## src/rtl/pxd_pkg.sv

```systemverilog
package pxd_pkg;
   // Line-level configuration captured at each line start
   typedef struct packed {
      logic dual;
      logic par;
      logic swap;
   } pxd_mode_t;
endpackage

```

## src/rtl/pxd_delay.sv

```systemverilog
module pxd_delay #(
   parameter int W     = 8,
   parameter int DEPTH = 1
) (
   input  logic         clk,
   input  logic         rst,
   input  logic [W-1:0] d,
   output logic [W-1:0] q
);
   generate
      if (DEPTH == 0) begin : g_wire
         assign q = d;
      end else begin : g_regs
         logic [W-1:0] stg [DEPTH];
         always_ff @(posedge clk) begin
            if (rst) begin
               for (int i = 0; i < DEPTH; i++) stg[i] <= '0;
            end else begin
               stg[0] <= d;
               for (int i = 1; i < DEPTH; i++) stg[i] <= stg[i-1];
            end
         end
         assign q = stg[DEPTH-1];
      end
   endgenerate
endmodule

```

## src/rtl/pxd_line_ctrl.sv

```systemverilog
module pxd_line_ctrl
   import pxd_pkg::*;
(
   input  logic      clk,
   input  logic      rst,
   input  logic      sync_in,
   input  pxd_mode_t mode_in,
   output pxd_mode_t mode_now,
   output logic      second,
   output logic      to_b,
   output logic      stg_sync,
   output logic      stg_stb,
   output logic      stg_oe_a,
   output logic      stg_oe_b
);
   logic      sync_q;
   logic      line_go;
   pxd_mode_t mode_q;
   logic      odd_q;

   assign line_go  = sync_in & ~sync_q;
   assign mode_now = line_go ? mode_in : mode_q;
   assign second   = line_go ? 1'b0 : odd_q;
   assign to_b     = second ^ mode_now.swap;
   assign stg_sync = sync_q;

   always_ff @(posedge clk) begin
      if (rst) begin
         sync_q   <= 1'b0;
         mode_q   <= '0;
         odd_q    <= 1'b0;
         stg_stb  <= 1'b0;
         stg_oe_a <= 1'b0;
         stg_oe_b <= 1'b0;
      end else begin
         sync_q   <= sync_in;
         mode_q   <= mode_now;
         odd_q    <= mode_now.dual & ~second;
         stg_stb  <= mode_now.dual ? second : 1'b1;
         stg_oe_a <= 1'b1;
         stg_oe_b <= mode_now.dual;
      end
   end
endmodule

```

## src/rtl/pxd_lane.sv

```systemverilog
module pxd_lane #(
   parameter int W = 8
) (
   input  logic         clk,
   input  logic         rst,
   input  logic [W-1:0] pix,
   input  logic         dual,
   input  logic         par,
   input  logic         second,
   input  logic         to_b,
   output logic [W-1:0] out_a,
   output logic [W-1:0] out_b
);
   logic [W-1:0] held;

   always_ff @(posedge clk) begin
      if (rst) begin
         out_a <= '0;
         out_b <= '0;
         held  <= '0;
      end else if (!dual) begin
         out_a <= pix;
      end else if (par) begin
         if (!second) begin
            held <= pix;
         end else if (to_b) begin
            out_a <= held;
            out_b <= pix;
         end else begin
            out_a <= pix;
            out_b <= held;
         end
      end else if (to_b) begin
         out_b <= pix;
      end else begin
         out_a <= pix;
      end
   end
endmodule

```

## src/rtl/pxd_demux.sv

```systemverilog
module pxd_demux
   import pxd_pkg::*;
#(
   parameter int CH_W    = 8,
   parameter int N_CH    = 3,
   parameter int LATENCY = 2
) (
   input  logic                 clk,
   input  logic                 rst,
   input  logic [N_CH*CH_W-1:0] pix_in,
   input  logic                 sync_in,
   input  logic                 dual_mode,
   input  logic                 par_mode,
   input  logic                 swap_ab,
   output logic [N_CH*CH_W-1:0] port_a,
   output logic [N_CH*CH_W-1:0] port_b,
   output logic                 oe_a,
   output logic                 oe_b,
   output logic                 data_stb,
   output logic                 sync_out
);
   localparam int PW    = N_CH * CH_W;
   localparam int BUS_W = 2 * PW + 4;
   localparam int EXTRA = LATENCY - 1;

   generate
      if (LATENCY < 1) begin : g_bad_lat
         $error("pxd_demux: LATENCY must be at least 1");
      end
      if (CH_W < 1 || N_CH < 1) begin : g_bad_width
         $error("pxd_demux: CH_W and N_CH must be positive");
      end
   endgenerate

   pxd_mode_t mode_in, mode_now;
   logic      second, to_b;
   logic      stg_sync, stg_stb, stg_oe_a, stg_oe_b;
   logic [PW-1:0] stg_a, stg_b;

   assign mode_in = '{dual: dual_mode, par: par_mode, swap: swap_ab};

   pxd_line_ctrl u_ctrl (
      .clk      (clk),
      .rst      (rst),
      .sync_in  (sync_in),
      .mode_in  (mode_in),
      .mode_now (mode_now),
      .second   (second),
      .to_b     (to_b),
      .stg_sync (stg_sync),
      .stg_stb  (stg_stb),
      .stg_oe_a (stg_oe_a),
      .stg_oe_b (stg_oe_b)
   );

   generate
      for (genvar c = 0; c < N_CH; c++) begin : g_ch
         pxd_lane #(.W(CH_W)) u_lane (
            .clk    (clk),
            .rst    (rst),
            .pix    (pix_in[c*CH_W +: CH_W]),
            .dual   (mode_now.dual),
            .par    (mode_now.par),
            .second (second),
            .to_b   (to_b),
            .out_a  (stg_a[c*CH_W +: CH_W]),
            .out_b  (stg_b[c*CH_W +: CH_W])
         );
      end
   endgenerate

   logic [BUS_W-1:0] bus_d, bus_q;
   assign bus_d = {stg_a, stg_b, stg_oe_a, stg_oe_b, stg_stb, stg_sync};

   pxd_delay #(.W(BUS_W), .DEPTH(EXTRA)) u_align (
      .clk (clk),
      .rst (rst),
      .d   (bus_d),
      .q   (bus_q)
   );

   assign {port_a, port_b, oe_a, oe_b, data_stb, sync_out} = bus_q;
endmodule

```

## config.mk

```make
export PLATFORM = sky130hd
export DESIGN_NAME = pxd_demux
export DESIGN_NICKNAME = d
export VERILOG_FILES = /design/src/rtl/pxd_pkg.sv /design/src/rtl/pxd_delay.sv /design/src/rtl/pxd_line_ctrl.sv /design/src/rtl/pxd_lane.sv /design/src/rtl/pxd_demux.sv
export SDC_FILE = /design/constraint.sdc
export NUM_CORES = 1
export LEC_CHECK = 0
export ABC_AREA = 0
export CORE_MARGIN = 2
export CORE_UTILIZATION = 60
export CTS_CLUSTER_DIAMETER = 200
export DETAILED_ROUTE_END_ITERATION = 16
export DONT_BUFFER_PORTS = 1
export PLACE_DENSITY = 0.76
export SLEW_MARGIN = 10
export SYNTH_ARGS = -nofsm -noshare
export SYNTH_HDL_FRONTEND = slang
export SYNTH_HIERARCHICAL = 1
export SYNTH_SLANG_ARGS = --single-unit
export TNS_END_PERCENT = 30
```

## constraint.sdc

```tcl
create_clock -name clk -period 2.8 [get_ports clk]
set_input_delay 0.14 -clock clk [delete_from_list [all_inputs] [get_ports clk]]
set_output_delay 0.14 -clock clk [all_outputs]
set_load 0.02 [all_outputs]
```

==> results.md <==
* Clk pin slew, worst setup/hold paths at ~60 ps
* VDD IR-drop max at between 0.0004 and 0.0005 V
* Max Clock Skew at between 9 and 10 ps
* Least-Margin Pin Slew at around 550 ps
* I/O pin count at 82
* Core area at about 0.0082 mm²
* Period utilisation layout at around four fifths
* IO buf count at 0
* LEAKAGE at around 2.5 nW
* Vias in the first global route at between 3000 and 4000
* Skew-Pair Late Insertion Delay at around 500 ps
* Die ar. at approximately 0.0092 mm²
* Area post-placement at between 0.004 and 0.005 mm²
* DP Worst Slack at roughly 630 ps
* Syn_nets at roughly 500
* Critical Path Source Type: flip-flop
* Max Cap Violations at 0
* CTS buffer count at 17
* Starting DRT DRC Count at approximately 170
* Die H at between 90 and 100 µm
* Setup TNS Final at 0 ps
* Via count at 3526
* Layout area overhead at 16.9%
* First-pass GRT wire length at 15800 µm
* Slew Viols, Final at 0
* Final Hold Viols at 0
* Largest net degree at the start of global routing at 130
* Total grt overflow at 0
* Area of the mapped netlist at 0.00508 mm²
* Clock Path Buffers at 2
* Fin crit period at 2220 ps
* Setup CP Type: flip-flop to flip-flop
* Nets at about 530
* DRC violations left at 0
* Outcome: finished, final reports clean
* Initial Util at about three fifths
* WP data arrival at between 2000 and 3000 ps
* Die X at around 96 µm
* Initial antenna violation count at 0
* Post-CTS Resized at 0
* PwrDens at 803 mW/mm²
* Clk Tree Root Cell: clkbuf_8
* Share of post-route cells with drive strength above 1 at ~14%
* Antenna viol nets, final at 0
* DP HPWL at about 6000 µm
* Avg Synthesized Cell Area at between 10 and 15 µm²
* Post-Synthesis Cells at 480
* Diodes inserted at 0
* GRT Overall Usage at 22.2%
* Worst Hold Class: input port to flip-flop
* WL final at a little under 10000 µm
* Vias per inst at between 5 and 6
* Final setup violation count at 0
* Worst path required time at ~3200 ps
* Worst-path fanout max at 28
* CTS sink cnt at ~130
* Setup bufs post-CTS at 0
* RSZ-0062 raised after global routing: no
* YS warnings at 6
* RD Place Congestion at approximately 0.81
* Final worst slack at a little under 600 ps
* Design Area, Final at a little under 0.006 mm²
* Rows at 33
* H-tree levels at 4
* Max frequency at approximately 450 MHz
* Drt pass-1 iters at 4
* Final core occ at ~72%
* Critical Path End Type: flip-flop
* Wire length per cell at approximately 16 µm
* CTS tree: yes
* Slew headroom at 63.0%
## metal layers
layer  vias to the layer above  GRT usage [%]  part of all wire (%)
li1                       1733              -                     -
met1                      1663           27.9                    44
met2                       117           35.2                    49
met3                        13           7.13                   5.5
met4                         0           9.52                   1.6
met5                         -              0                     0
## worst max-delay path, stage by stage (launching register included)
cell      delay (ps)
dfxtp_1          310
and2b_1          230
nand2_1          120
nand2_2          420
a21bo_1          360
or2_1            410
a311oi_2         270
## path summary, 6_finish.rpt
check / slack [ps] / start / endpoint / cells past startpoint
max: 580 / u_ctrl/stg_sync / g_ch[2].u_lane/out_a[6] / 6
min: 30 / pix_in[12] / g_ch[1].u_lane/out_b[4] / 2
max reg2reg: 580 / u_ctrl/stg_sync / g_ch[2].u_lane/out_a[6] / 6
min reg2reg: 440 / u_ctrl/stg_stb / u_align/g_regs.stg[0][1] / 1
## per-stage QoR
stage          power, mW  std cells  hold slack (ps)
6_report            4.77        613             30.0
5_1_grt             4.93        613             25.5
4_1_cts             4.80        613            0.957
3_5_place_dp        2.43        550              222
3_3_place_gp        2.42        550              223
2_1_floorplan       2.42        480              208
## cells in the final DEF, fill, tap and decap left out, drive strengths merged, types with 23 or more instances in the layout
cell,count
a21oi,27
a311oi,48
clkbuf,23
dfxtp,131
dlygate4sd3,31
mux2i,48
nand2,53
nor2,27
nor2b,53
nor3,24
## area by class of cell
cell class / instances / area [µm²]
multi-input combinational: 310 / 2190
clock inverter: 8 / 149
inverter: 1 / 3.75
tap: 105 / 131
clock buffer: 23 / 477
sequential: 131 / 2620
fill: 584 / 2280
timing repair buffer: 35 / 360
## power by group
| group | leakage [nW] | internal, mW | total [mW] | switching, mW |
|---|---|---|---|---|
| logic | 1.10 | 0.179 | 0.421 | 0.241 |
| clock network | 0.300 | 1.54 | 2.29 | 0.754 |
| registers | 1.07 | 1.97 | 2.06 | 0.0883 |
## timing repair
action | CTS | global route
hold endpoints to repair | 131 | 0
setup endpoints to repair | 0 | 0
hold buffers | 32 | 0
## sequential cells by signal (all words and copies together), names as in the netlist
register,count
g_ch.u_lane/held,24
u_ctrl/mode_q,3
u_ctrl/stg_sync,1
u_align/g_regs.stg,52
u_ctrl/odd_q,1
g_ch.u_lane/out_b,24
g_ch.u_lane/out_a,24
u_ctrl/stg_stb,1
u_ctrl/stg_oe_a,1
Note: power is estimated with default switching activity, not from simulation.
